$ cat src/rtl/aguPkg.sv
package aguPkg;
  localparam logic [2:0] MODE_IND  = 3'd0;
  localparam logic [2:0] MODE_POST = 3'd1;
  localparam logic [2:0] MODE_PRE  = 3'd2;
  localparam logic [2:0] MODE_CIRC = 3'd3;
  localparam logic [2:0] MODE_RING = 3'd4;
  localparam logic [2:0] MODE_REV  = 3'd5;

  localparam logic [2:0] FLD_PTR   = 3'd0;
  localparam logic [2:0] FLD_START = 3'd1;
  localparam logic [2:0] FLD_END   = 3'd2;
  localparam logic [2:0] FLD_LEN   = 3'd3;
  localparam logic [2:0] FLD_REV   = 3'd4;

  typedef enum logic [1:0] {
    WRAP_LIN    = 2'd0,
    WRAP_BOUNDS = 2'd1,
    WRAP_RING   = 2'd2,
    WRAP_REV    = 2'd3
  } wrapKindT;

  typedef struct packed {
    logic     update;
    logic     preMod;
    wrapKindT wrapKind;
  } aguCtrlT;
endpackage

$ cat src/rtl/aguCtrl.sv
module aguCtrl
  import aguPkg::*;
(
  input  logic       accessEn,
  input  logic [2:0] mode,
  output aguCtrlT    ctrl
);
  always_comb begin
    ctrl = '{update: 1'b0, preMod: 1'b0, wrapKind: WRAP_LIN};
    case (mode)
      MODE_POST: ctrl.update = accessEn;
      MODE_PRE: begin
        ctrl.update = accessEn;
        ctrl.preMod = 1'b1;
      end
      MODE_CIRC: begin
        ctrl.update   = accessEn;
        ctrl.wrapKind = WRAP_BOUNDS;
      end
      MODE_RING: begin
        ctrl.update   = accessEn;
        ctrl.wrapKind = WRAP_RING;
      end
      MODE_REV: begin
        ctrl.update   = accessEn;
        ctrl.wrapKind = WRAP_REV;
      end
      default: ;
    endcase
  end
endmodule

$ cat src/rtl/aguDatapath.sv
module aguDatapath
  import aguPkg::*;
#(
  parameter int ADDR_W   = 16,
  parameter int NUM_REGS = 4,
  parameter int SEL_W    = $clog2(NUM_REGS),
  parameter int REV_W    = $clog2(ADDR_W + 1)
) (
  input  logic              clk,
  input  logic              rstN,
  input  aguCtrlT           ctrl,
  input  logic [SEL_W-1:0]  regSel,
  input  logic [ADDR_W-1:0] step,
  input  logic              cfgWe,
  input  logic [SEL_W-1:0]  cfgReg,
  input  logic [2:0]        cfgField,
  input  logic [ADDR_W-1:0] cfgData,
  output logic [ADDR_W-1:0] effAddr,
  output logic [ADDR_W-1:0] nextPtr
);
  logic [ADDR_W-1:0] ptrQ   [NUM_REGS];
  logic [ADDR_W-1:0] startQ [NUM_REGS];
  logic [ADDR_W-1:0] endQ   [NUM_REGS];
  logic [ADDR_W-1:0] lenQ   [NUM_REGS];
  logic [REV_W-1:0]  revQ   [NUM_REGS];

  logic [ADDR_W-1:0] curPtr, curStart, curEnd, curLen;
  logic [REV_W-1:0]  curRev;
  logic              stepNeg;
  logic [ADDR_W-1:0] linSum, boundsNext, ringMask, ringNext, revNext, modNext;
  logic [ADDR_W:0]   ringOff, ringAdj, lenWide;
  logic              carry;

  always_comb begin
    curPtr   = ptrQ[regSel];
    curStart = startQ[regSel];
    curEnd   = endQ[regSel];
    curLen   = lenQ[regSel];
    curRev   = revQ[regSel];
    stepNeg  = step[ADDR_W-1];
    linSum   = curPtr + step;

    // bounded circular buffer
    if (!stepNeg && linSum > curEnd)      boundsNext = curStart;
    else if (stepNeg && linSum < curStart) boundsNext = curEnd;
    else                                   boundsNext = linSum;

    // aligned ring: mask covers the smallest power of two >= length
    for (int i = 0; i < ADDR_W; i++)
      ringMask[i] = (((ADDR_W + 1)'(1)) << i) < {1'b0, curLen};
    lenWide = {1'b0, curLen};
    ringOff = {1'b0, curPtr & ringMask} + {stepNeg, step};
    if (ringOff[ADDR_W])        ringAdj = ringOff + lenWide;
    else if (ringOff >= lenWide) ringAdj = ringOff - lenWide;
    else                         ringAdj = ringOff;
    ringNext = (curPtr & ~ringMask) | (ringAdj[ADDR_W-1:0] & ringMask);

    // reversed-carry increment over the low curRev bits
    carry = 1'b1;
    for (int i = ADDR_W - 1; i >= 0; i--) begin
      if (i < int'(curRev)) begin
        revNext[i] = curPtr[i] ^ carry;
        carry      = curPtr[i] & carry;
      end else begin
        revNext[i] = curPtr[i];
      end
    end

    case (ctrl.wrapKind)
      WRAP_BOUNDS: modNext = boundsNext;
      WRAP_RING:   modNext = ringNext;
      WRAP_REV:    modNext = revNext;
      default:     modNext = linSum;
    endcase

    effAddr = ctrl.preMod ? modNext : curPtr;
    nextPtr = ctrl.update ? modNext : curPtr;
  end

  always_ff @(posedge clk or negedge rstN) begin
    if (!rstN) begin
      for (int r = 0; r < NUM_REGS; r++) begin
        ptrQ[r]   <= '0;
        startQ[r] <= '0;
        endQ[r]   <= '0;
        lenQ[r]   <= '0;
        revQ[r]   <= '0;
      end
    end else begin
      for (int r = 0; r < NUM_REGS; r++) begin
        if (ctrl.update && regSel == SEL_W'(r))
          ptrQ[r] <= nextPtr;
        if (cfgWe && cfgReg == SEL_W'(r)) begin
          case (cfgField)
            FLD_PTR:   ptrQ[r]   <= cfgData;
            FLD_START: startQ[r] <= cfgData;
            FLD_END:   endQ[r]   <= cfgData;
            FLD_LEN:   lenQ[r]   <= cfgData;
            FLD_REV:   revQ[r]   <= cfgData[REV_W-1:0];
            default: ;
          endcase
        end
      end
    end
  end
endmodule

$ cat src/rtl/addrGenUnit.sv
module addrGenUnit
  import aguPkg::*;
#(
  parameter int ADDR_W   = 16,
  parameter int NUM_REGS = 4,
  localparam int SEL_W   = $clog2(NUM_REGS)
) (
  input  logic              clk,
  input  logic              rstN,
  input  logic              accessEn,
  input  logic [SEL_W-1:0]  regSel,
  input  logic [2:0]        mode,
  input  logic [ADDR_W-1:0] step,
  input  logic              cfgWe,
  input  logic [SEL_W-1:0]  cfgReg,
  input  logic [2:0]        cfgField,
  input  logic [ADDR_W-1:0] cfgData,
  output logic [ADDR_W-1:0] effAddr,
  output logic [ADDR_W-1:0] nextPtr
);
  aguCtrlT ctrl;

  aguCtrl u_ctrl (
    .accessEn (accessEn),
    .mode     (mode),
    .ctrl     (ctrl)
  );

  aguDatapath #(.ADDR_W(ADDR_W), .NUM_REGS(NUM_REGS)) u_dp (
    .clk      (clk),
    .rstN     (rstN),
    .ctrl     (ctrl),
    .regSel   (regSel),
    .step     (step),
    .cfgWe    (cfgWe),
    .cfgReg   (cfgReg),
    .cfgField (cfgField),
    .cfgData  (cfgData),
    .effAddr  (effAddr),
    .nextPtr  (nextPtr)
  );
endmodule

$ cat config.mk
export PLATFORM = sky130hd
export DESIGN_NAME = addrGenUnit
export DESIGN_NICKNAME = d
export VERILOG_FILES = /design/src/rtl/aguPkg.sv /design/src/rtl/aguCtrl.sv /design/src/rtl/aguDatapath.sv /design/src/rtl/addrGenUnit.sv
export SDC_FILE = /design/constraint.sdc
export NUM_CORES = 1
export LEC_CHECK = 0
export BUFFER_PORTS_ARGS = -buffer_cell sky130_fd_sc_hd__buf_2
export CAP_MARGIN = 0
export CORE_MARGIN = 10
export CORE_UTILIZATION = 55
export CTS_CLUSTER_DIAMETER = 120
export DETAILED_ROUTE_END_ITERATION = 8
export PLACE_DENSITY_LB_ADDON = 0.15
export SLEW_MARGIN = 5
export SYNTH_ARGS = -nofsm -noshare
export SYNTH_HDL_FRONTEND = slang
export SYNTH_SLANG_ARGS = --single-unit
$ cat constraint.sdc
create_clock -name clk -period 17.6 [get_ports clk]
set_input_delay 3.52 -clock clk [delete_from_list [all_inputs] [get_ports clk]]
set_output_delay 3.52 -clock clk [all_outputs]
set_load 0.1 [all_outputs]
* Word level (Yosys, flattened, before mapping) *
Cells that the tools add are included.

storage, ports and cells
  word-level logic and storage cells = 213
  input port bits = 46
  output and inout port bits = 32
  register bits after elaboration = 276

cells by class
  $lt $le $gt $ge = 36
  bitwise logic cells = 36
  reduce and logical (&&, ||, !) cells = 31
  $add $sub $neg = 4
  equality and inequality tests = 18
  multiplexer cells = 68

operator list
  kind                  count
  $mux 16               26
  $bmux 16 s2           4
  $and 16x16->16        3
  $pmux 16 s3           1
  $lt 4x5->1 const A    8
  $mux 1                33
  $add 16x16->16        2
  $reduce_and 2->1      16
  $lt 3x5->1 const A    4
  $add 16x17->17        1
  $ge 17x16->1          1
  $gt 16x16->1          1
  $lt 1x16->1 const A   1
  $lt 10x16->1 const A  1
  $lt 11x16->1 const A  1
  $lt 12x16->1 const A  1
  $lt 13x16->1 const A  1
  $lt 14x16->1 const A  1
  $lt 15x16->1 const A  1
  $lt 16x16->1          1
  $lt 16x16->1 const A  1
  $lt 2x16->1 const A   1
  $lt 3x16->1 const A   1
  $lt 4x16->1 const A   1
  28 further kinds      81

* Depth between registers and ports, before layout *
Gate-level depths: netlist (run 1).

  depth after elaboration = 41
  mapped depth = 45
  gate-level depth less buffers = 41

* By module *
Synthesis (run 1) repeated with hierarchy kept, for this count alone.

unflattened totals
  cells, all modules = 1873
  area, all modules = 19130.8 um^2

modules (own cells, without submodules)
  module       cells each  times used  sequential area each (um^2)  area an instance (um^2)
  aguDatapath  1866        1           6906.6                       19085.8
  aguCtrl      7           1           0.0                          45.0

* Worst setup path after synthesis (run 1) *
OpenSTA, ideal clock, no wires.

  path kind = input port to output port
  from = input regSel[0]
  to = output nextPtr[1]
  arrival = 12.613 ns
  cell stages on the path = 43
  setup slack = 1.467 ns
  data required time = 14.080 ns
  buffers on the path = 4
  path through = buf_6 > buf_12 > buf_6 > buf_2 > mux4_2 > inv_1 > ha_1 > inv_1 > ha_1 > nor2_1 > a21oi_1 > ha_1 > mux2_2 > ha_1 > mux2_2 > ha_1 > mux2_2 > ha_1 > [7 not listed] > nand2_1 > ha_1 > mux2_2 > ha_1 > mux2_2 > ha_1 > mux2_2 > ha_1 > mux2_2 > ha_1 > mux2_2 > ha_1 > mux2i_1 > o21ai_0 > a21oi_1 > o21ai_1 > nand2_1 > o21ai_1

between the ends
  cells in the longest elaborated chain, start to end = 36
  elaborated cells between the ends (all ways) = 96
  those cells by class = 4 x add/sub; 34 x order compare; 36 x mux; 20 x bitwise; 2 x reduce/logical

RTL lines
  item                                        line               source
  from (decl)                                 addrGenUnit.sv:11  input logic [SEL_W-1:0] regSel,
  $not 2->3 (not written as such) *           n/a
  $bmux 5 s2                                  aguDatapath.sv:39  curRev = revQ[regSel];
  $mux 5 (not written as such) (2 in series)  aguDatapath.sv:39
  $lt 4x5->1                                  aguDatapath.sv:61  if (i < int'(curRev)) begin
  $mux 1                                      aguDatapath.sv:61
  $and 1x1->1                                 aguDatapath.sv:63  carry = curPtr[i] & carry;
  $mux 1                                      aguDatapath.sv:61
  $and 1x1->1                                 aguDatapath.sv:63
  [19 not listed]                             n/a
  $and 1x1->1                                 aguDatapath.sv:63
  $mux 1                                      aguDatapath.sv:61
  $and 1x1->1                                 aguDatapath.sv:63
  $mux 1                                      aguDatapath.sv:61
  $xor 1x1->1                                 aguDatapath.sv:62  revNext[i] = curPtr[i] ^ carry;
  $mux 1                                      aguDatapath.sv:61
  $pmux 16 s3                                 aguDatapath.sv:69  case (ctrl.wrapKind)
  $mux 16 *                                   aguDatapath.sv:77  nextPtr = ctrl.update ? modNext : curPtr;
  to (decl)                                   addrGenUnit.sv:19  output logic [ADDR_W-1:0] nextPtr

Every way passes the cells marked *; elsewhere a longest branch is shown, timed or not. The select of a mux whose other input is x is not followed.

* Final worst setup path (run 1) *
  from = input regSel[0]
  to = output nextPtr[0]

between the ends
  cells in the longest elaborated chain, start to end = 38
  elaborated cells between the ends (all ways) = 99
  those cells by class = 4 x add/sub; 35 x order compare; 37 x mux; 21 x bitwise; 2 x reduce/logical

RTL lines
  item                                        line
  $not 2->3 (not written as such) *           n/a
  $bmux 5 s2                                  aguDatapath.sv:39
  $mux 5 (not written as such) (2 in series)  aguDatapath.sv:39
  $lt 4x5->1                                  aguDatapath.sv:61
  $mux 1                                      aguDatapath.sv:61
  $and 1x1->1                                 aguDatapath.sv:63
  $mux 1                                      aguDatapath.sv:61
  $and 1x1->1                                 aguDatapath.sv:63
  [21 not listed]                             n/a
  $and 1x1->1                                 aguDatapath.sv:63
  $mux 1                                      aguDatapath.sv:61
  $and 1x1->1                                 aguDatapath.sv:63
  $mux 1                                      aguDatapath.sv:61
  $xor 1x1->1                                 aguDatapath.sv:62
  $mux 1                                      aguDatapath.sv:61
  $pmux 16 s3                                 aguDatapath.sv:69
  $mux 16 *                                   aguDatapath.sv:77

Marked as above.

==> flow_summary_export.csv, run 1 <==
group,metric,value,unit
synth,number_of_synthesized_flops_with_an_enable_pin,0,
worst_setup_path,crit_path_end_kind,"output port",
power,report.power.total,4.39,mW
worst_setup_path,standard_cell_with_the_maximum_stage_delay_on_the_critical_path,"sky130_fd_sc_hd__mux4_2",
die,die_x,207,um
cts,post_cts_resized,0,
sta,grt_setup_unrepaired,"no",
synth,yosys.cell_count.top_type,"sky130_fd_sc_hd__dfrtp_1",
flow_run,drv_cap,0,
cts,numCtsBuffers,29,
die,placeableCoreArea,34500,um^2
synth,syn_nets,2034,
die,boundaryPins,78,
power,power.leakage,9.29,nW
placement,buffer_ports.inserted,77,
route,route.detailed.drc,0,
final_layout,fraction_of_final_layout_cells_sized_beyond_drive_strength_1,0.260,
worst_setup_path,crit_top_cell,"sky130_fd_sc_hd__ha_1",
sta,final_max_slew_viol_count,0,
grt,grt_overflow_total,0,
synth,synth-main-ff-cell,"sky130_fd_sc_hd__dfrtp_1",
route,drt-pass1-iter-count,6,
die,cell_row_count,68,
final_layout,numnets_final,2054,
synth,ys_seq_elements,276,
worst_setup_path,timing.critical_path.from_type,"input port",
sta,slew_headroom,0.289,
die,initial_utilization,0.556,
worst_setup_path,crit_type,"input port to output port",
die,dieHeight,207,um
cts,root_buffer_master,"sky130_fd_sc_hd__clkbuf_16",
synth,yosys.cell_types.count,91,
final_layout,num-fill-cells,2944,
sta,final_hold_vios,0,
cts,holdBufCountCts,0,
route,detail_route.wirelength,62.9,mm
synth,ys_top_cells_by_area,"sky130_fd_sc_hd__dfrtp_1, sky130_fd_sc_hd__mux2_2, sky130_fd_sc_hd__mux4_2",
grt,pin_count_of_the_biggest_net_entering_global_routing,123,
cts,cts.sinks,276,
worst_setup_path,crit_buf_inv,4,
grt,first_global_vias,15100,
die,fp.dieArea,42700,um^2
synth,syn-cell-area,19100,um^2
route,detailroute.via_count,15600,
final_layout,post_layout_utilization_of_the_core,0.603,
outcome,run_status,"finished clean",
final_layout,syn_to_final_growth,8.61,%
sta,layout_min_cycle_time,16.13,ns
synth,yosysTopAreaCell,"sky130_fd_sc_hd__dfrtp_1",
worst_setup_path,worst_ep_required_time,14.08,ns
cts,clock_pin_transition_on_the_worst_setup_and_hold_timing_paths,0.06,ns
cts,clkLatencyLatePin,0.56,ns
sta,totalNegativeSetupSlack,0,ns
synth,synth.yosys.seq_area_share,0.361,
cts,post_cts.repair.setup_buffers,0,
route,ant_nets,0,
route,drtIter0Drc,1489,
sta,worst_pin_slew,1.06,ns
power,power.ir.vdd_worst,0.000254,V
power,power.density_cell_area,211,nW/um^2
synth,yosysTopAreaCellShare,0.361,
synth,postSynthAreaPerCell,10.2,um^2
synth,asyncSetResetFlopFracSynth,1.00,
synth,synthesis.yosys.warnings,0,
grt,grt_pass1_wl,93.8,mm
placement,dp_hpwl,45.7,mm
cts,cts_tree,"done",
grt,antenna_found_initial,0,
sta,clock_skew,0.0242,ns
cts,clk_path_buf_depth,3,
worst_setup_path,worst_path_largest_cell_delay,0.67,ns
synth,post_synthesis_cells,1876,
cts,clock_tree.htree_level_count,1,
worst_setup_path,max_fanout_on_critical_path,40,
grt,gr-usage-all-layers,0.290,
route,post_drt_wl_per_cell,26.5,um
sta,timing.fmax,62.0,MHz
worst_setup_path,cp.arrival,12.61,ns
final_layout,num_antenna_cells,0,
min_path,holdCritPathClass,"flop to flop",
worst_setup_path,cpLargestDelayFamily,"multiplexers",
route,routed_via_density,6.60,
sta,setup_viol_count_final,0,
placement,weighted_congestion_reported_at_the_end_of_routability_driven_placement,1.03,
synth,netlist_top_cells_count,"sky130_fd_sc_hd__dfrtp_1, sky130_fd_sc_hd__mux2_2, sky130_fd_sc_hd__nand2_1, sky130_fd_sc_hd__nor2_1, sky130_fd_sc_hd__ha_1",
sta,timing.final.crit_share,0.916,
[flip-flops by register name, indices dropped and copies added, names as in the netlist]
signal,flops
u_dp.endQ,64
u_dp.startQ,64
u_dp.ptrQ,64
u_dp.lenQ,64
u_dp.revQ,20
[layer usage]
metal / global-route usage / wire, um
met1: 0.388 / 26300
met4: 0.103 / 2220
met5: 0 / 0
met2: 0.464 / 29000
met3: 0.0559 / 5320
[cell families (layout without fill, tap and decap cells)]
family                   count (synthesis)  count (layout)  share of synthesized area
multiplexers                           333             333                      0.233
buffers and inverters                  181             222                     0.0386
flip-flops                             276             276                      0.361
AND/OR/NAND/NOR                        514             514                      0.129
AO/OA/AOI/OAI                          427             427                      0.148
XOR/XNOR                                33              33                     0.0151
adder cells (fa/ha/maj)                112             112                     0.0748
[stage by stage]
stage	setup slack (ns)	hold WS, ns	cell area, um^2	cells
4_1_cts	1.52	0.500	20800	2372
2_1_floorplan	1.47	0.474	19100	1876
5_1_grt	0.959	0.505	20800	2372
3_5_place_dp	1.55	0.487	19800	2320
3_3_place_gp	1.56	0.481	19800	2320
6_report	1.47	0.499	20800	2372
[placed cells by master, fill, tap and decap left out, types with 19 or more instances in the layout]
| master | count |
|---|---|
| sky130_fd_sc_hd__a21o_1 | 25 |
| sky130_fd_sc_hd__a21oi_1 | 106 |
| sky130_fd_sc_hd__a31oi_1 | 23 |
| sky130_fd_sc_hd__and2_1 | 21 |
| sky130_fd_sc_hd__and3_1 | 34 |
| sky130_fd_sc_hd__buf_2 | 74 |
| sky130_fd_sc_hd__buf_4 | 21 |
| sky130_fd_sc_hd__clkbuf_16 | 29 |
| sky130_fd_sc_hd__dfrtp_1 | 276 |
| sky130_fd_sc_hd__ha_1 | 108 |
| sky130_fd_sc_hd__inv_1 | 74 |
| sky130_fd_sc_hd__mux2_2 | 245 |
| sky130_fd_sc_hd__mux2i_1 | 19 |
| sky130_fd_sc_hd__mux4_2 | 66 |
| sky130_fd_sc_hd__nand2_1 | 164 |
| sky130_fd_sc_hd__nand3_1 | 31 |
| sky130_fd_sc_hd__nor2_1 | 133 |
| sky130_fd_sc_hd__nor3_1 | 30 |
| sky130_fd_sc_hd__o211ai_1 | 23 |
| sky130_fd_sc_hd__o21ai_0 | 80 |
| sky130_fd_sc_hd__o21ai_1 | 24 |
| sky130_fd_sc_hd__xnor2_1 | 23 |
[worst reg2reg max path, delay by kind of cell, from the launching register on]
family	cells	cell delay [ns]
adders and majority gates	15	2.71
muxes	12	3.52
AOI/OAI and AO/OA	6	0.97
DFF	1	0.39
buffers and inverters	2	0.20
and+or+nand+nor	5	0.44
xor gates and xnor gates	1	0.14
[area by class of cell]
| class | count | area (um^2) | area share |
|---|---|---|---|
| well taps | 455 | 569 | 0.0274 |
| clock buffers | 42 | 875 | 0.0421 |
| repair buffers | 96 | 543 | 0.0261 |
| clock inverters | 10 | 109 | 0.00523 |
| flip-flops and latches | 276 | 6910 | 0.332 |
| inverters | 74 | 278 | 0.0134 |
| multi-input cells | 1419 | 11500 | 0.554 |
[worst paths after layout]
path / startpoint / to / slack, ns / depth (start not counted)
max reg2reg: u_dp.ptrQ[31] / u_dp.ptrQ[48] / 9.17 / 41
min in group asynchronous: rstN / u_dp.startQ[49] / 3.02 / 1
min: u_dp.startQ[17] / u_dp.startQ[17] / 0.50 / 1
min reg2reg: u_dp.startQ[17] / u_dp.startQ[17] / 0.50 / 1
max: regSel[0] / nextPtr[0] / 1.47 / 43
max in group asynchronous: rstN / u_dp.ptrQ[28] / 12.97 / 2
[report_power, final]
| part | internal [mW] | switching [mW] |
|---|---|---|
| registers | 0.798 | 0.0829 |
| logic | 0.996 | 1.89 |
| clock network | 0.372 | 0.251 |
| total | 2.17 | 2.22 |
Power figures use the tool's default switching activity.
==> run 2, diff against run 1 <==
--- a/config.mk
+++ b/config.mk
@@ -11,7 +11,9 @@
 export CORE_UTILIZATION = 55
 export CTS_CLUSTER_DIAMETER = 120
 export DETAILED_ROUTE_END_ITERATION = 8
+export HOLD_SLACK_MARGIN = 0.02
 export PLACE_DENSITY_LB_ADDON = 0.15
+export RECOVER_POWER = 50
 export SLEW_MARGIN = 5
 export SYNTH_ARGS = -nofsm -noshare
 export SYNTH_HDL_FRONTEND = slang
==> constraint.sdc (replaced) <==
create_clock -name clk -period 19.8 [get_ports clk]
set_input_delay 3.96 -clock clk [delete_from_list [all_inputs] [get_ports clk]]
set_output_delay 3.96 -clock clk [all_outputs]
set_load 0.1 [all_outputs]
==> run 2 against run 1 <==
Compared with the run above: the run now ends with capacitance limit, slew limit left; combinational power down 10%; sequential power down 11%; register-to-register slack improved by 2.2 ns; via count increased by 0.78%; clock skew rose by 0.0066 ns; critical path depth fell by 2; first-iteration DRC count decreased by 7.2%; global-route usage rose by 0.50 points; total power down 11%; count of clock-buffer cells in the layout up 6; critical path type unchanged; critical endpoint unchanged.
==> flow_summary_export.csv, run 2 (synthesized netlist as in run 1, its figures left out) <==
group,metric,value,unit
outcome,run_status,"finished with violations",
outcome,violated_checks,"capacitance limit, slew limit",
final_layout,numnets_final,2061,
final_layout,syn_to_final_growth,8.42,%
sta,clock_skew,0.0308,ns
worst_setup_path,crit_path_end_kind,"output port",
power,comb_power_share,0.662,
final_layout,most_frequent_standard_cell_in_the_layout_excluding_fill_and_tap_cells,"sky130_fd_sc_hd__dfrtp_1",
flow_run,drv_cap,2,
sta,final_hold_vios,0,
route,detail_route.wirelength,63.5,mm
grt,grt_pass1_wl,95.3,mm
route,drt-pass1-iter-count,5,
placement,dp_hpwl,46.3,mm
sta,setup_viol_count_final,0,
route,drtIter0Drc,1382,
route,route.detailed.drc,0,
placement,weighted_congestion_reported_at_the_end_of_routability_driven_placement,0.995,
power,switching_share,0.509,
worst_setup_path,worst_path_largest_cell_delay,0.60,ns
final_layout,fraction_of_final_layout_cells_sized_beyond_drive_strength_1,0.254,
min_path,holdCritStartpoint,"u_dp.endQ[29]",
power,share_of_total_power_in_sequential_cells,0.201,
power,power.ir.vdd_worst,0.000197,V
worst_setup_path,crit_top_cell,"sky130_fd_sc_hd__ha_1",
grt,pin_count_of_the_biggest_net_entering_global_routing,141,
grt,antenna_found_initial,0,
sta,totalNegativeSetupSlack,0,ns
route,routed_via_density,6.62,
power,total_switching_power,1.99,mW
final_layout,num_antenna_cells,0,
die,fp.dieArea,42700,um^2
power,report.power.total,3.91,mW
worst_setup_path,rr_startpoint,"u_dp.ptrQ[15]",
worst_setup_path,crit_type,"input port to output port",
min_path,holdCritPathClass,"flop to flop",
route,detailroute.via_count,15800,
cts,clkLatencyLatePin,0.58,ns
sta,final_max_slew_viol_count,210,
power,power.leakage,9.26,nW
worst_setup_path,reg2reg_slack,11.36,ns
sta,layout_min_cycle_time,17.22,ns
cts,cts.sinks,276,
die,initial_utilization,0.556,
cts,holdBufCountCts,0,
cts,clk_path_buf_depth,3,
sta,timing.final.crit_share,0.870,
min_path,worstHoldPathCells,1,
die,dieHeight,207,um
cts,post_cts.repair.setup_buffers,0,
min_path,hold_path_end,"u_dp.endQ[29]",
worst_setup_path,standard_cell_with_the_maximum_stage_delay_on_the_critical_path,"sky130_fd_sc_hd__mux4_2",
worst_setup_path,cp.arrival,13.26,ns
cts,numCtsBuffers,30,
power,p_clk_frac,0.137,
cts,clock_pin_transition_on_the_worst_setup_and_hold_timing_paths,0.06,ns
die,cell_row_count,68,
grt,grt_overflow_total,0,
power,power.density_cell_area,188,nW/um^2
sta,grt_setup_unrepaired,"no",
cts,cts_tree,"done",
grt,gr-usage-all-layers,0.295,
die,boundaryPins,78,
cts,root_buffer_master,"sky130_fd_sc_hd__clkbuf_16",
cts,clock_tree.htree_level_count,1,
final_layout,layout.cells.most_common_list,"sky130_fd_sc_hd__dfrtp_1, sky130_fd_sc_hd__mux2_2, sky130_fd_sc_hd__nand2_1",
sta,timing.fmax,58.1,MHz
route,ant_nets,0,
worst_setup_path,timing.rr.end,"u_dp.ptrQ[16]",
sta,slew_headroom,-3.97,
die,die_x,207,um
worst_setup_path,ff2ff_path_depth,41,
grt,first_global_vias,15400,
worst_setup_path,max_fanout_on_critical_path,30,
cts,post_cts_resized,0,
sta,worst_pin_slew,7.46,ns
route,post_drt_wl_per_cell,26.7,um
power,internal_power,1.92,mW
worst_setup_path,timing.critical_path.from_type,"input port",
worst_setup_path,worst_ep_required_time,15.84,ns
placement,buffer_ports.inserted,77,
die,placeableCoreArea,34500,um^2
[run 2: power groups by stage]
stage	logic, mW	registers, mW	clock network, mW
after global routing	2.77	0.800	0.566
after global placement	2.50	0.783	0
after detailed placement	2.52	0.789	0
after floorplan	1.86	0.762	0
after CTS	2.53	0.781	0.543
final	2.59	0.785	0.536
[run 2: per-layer routing]
layer | global-route usage | routed length (um)
met4 | 0.110 | 2550
met5 | 0 | 0
met2 | 0.464 | 28800
met1 | 0.400 | 26700
met3 | 0.0557 | 5520
[run 2: critical path: cells and delay by family]
family          cells  cell delay, ns
simple gates        6            0.66
fa+ha+maj          13            2.34
compound gates      6            1.15
mux                12            3.58
buf+inv             3            1.38
xor+xnor            1            0.14
[run 2: layout make-up]
type	instances	area, um^2
clock inverters	7	66.3
repair buffers	102	556
clock buffers	48	870
inverters	74	278
well taps	455	569
fillers	2968	13700
flip-flops and latches	276	6910
multi-input cells	1419	11500
[run 2: how the worst max path moves through the flow]
stage	startpoint	endpoint	cells after the start
2_1_floorplan	regSel[0]	nextPtr[1]	43
3_3_place_gp	regSel[0]	nextPtr[0]	41
3_5_place_dp	regSel[0]	nextPtr[0]	41
4_1_cts	regSel[0]	nextPtr[0]	41
5_1_grt	regSel[0]	nextPtr[0]	41
6_report	regSel[0]	nextPtr[0]	41
[run 2: through the flow]
stage               hold WS (ns)  utilization  instances  setup WS (ns)  cell area, um^2
floorplan                  0.474            -       1876           2.79            19100
global placement           0.481        0.576       2326           2.62            19900
detailed placement         0.488        0.576       2326           2.57            19900
CTS                        0.502        0.604       2381           2.55            20800
global route               0.509        0.602       2381           2.06            20800
finish                     0.498        0.602       2381           2.58            20800
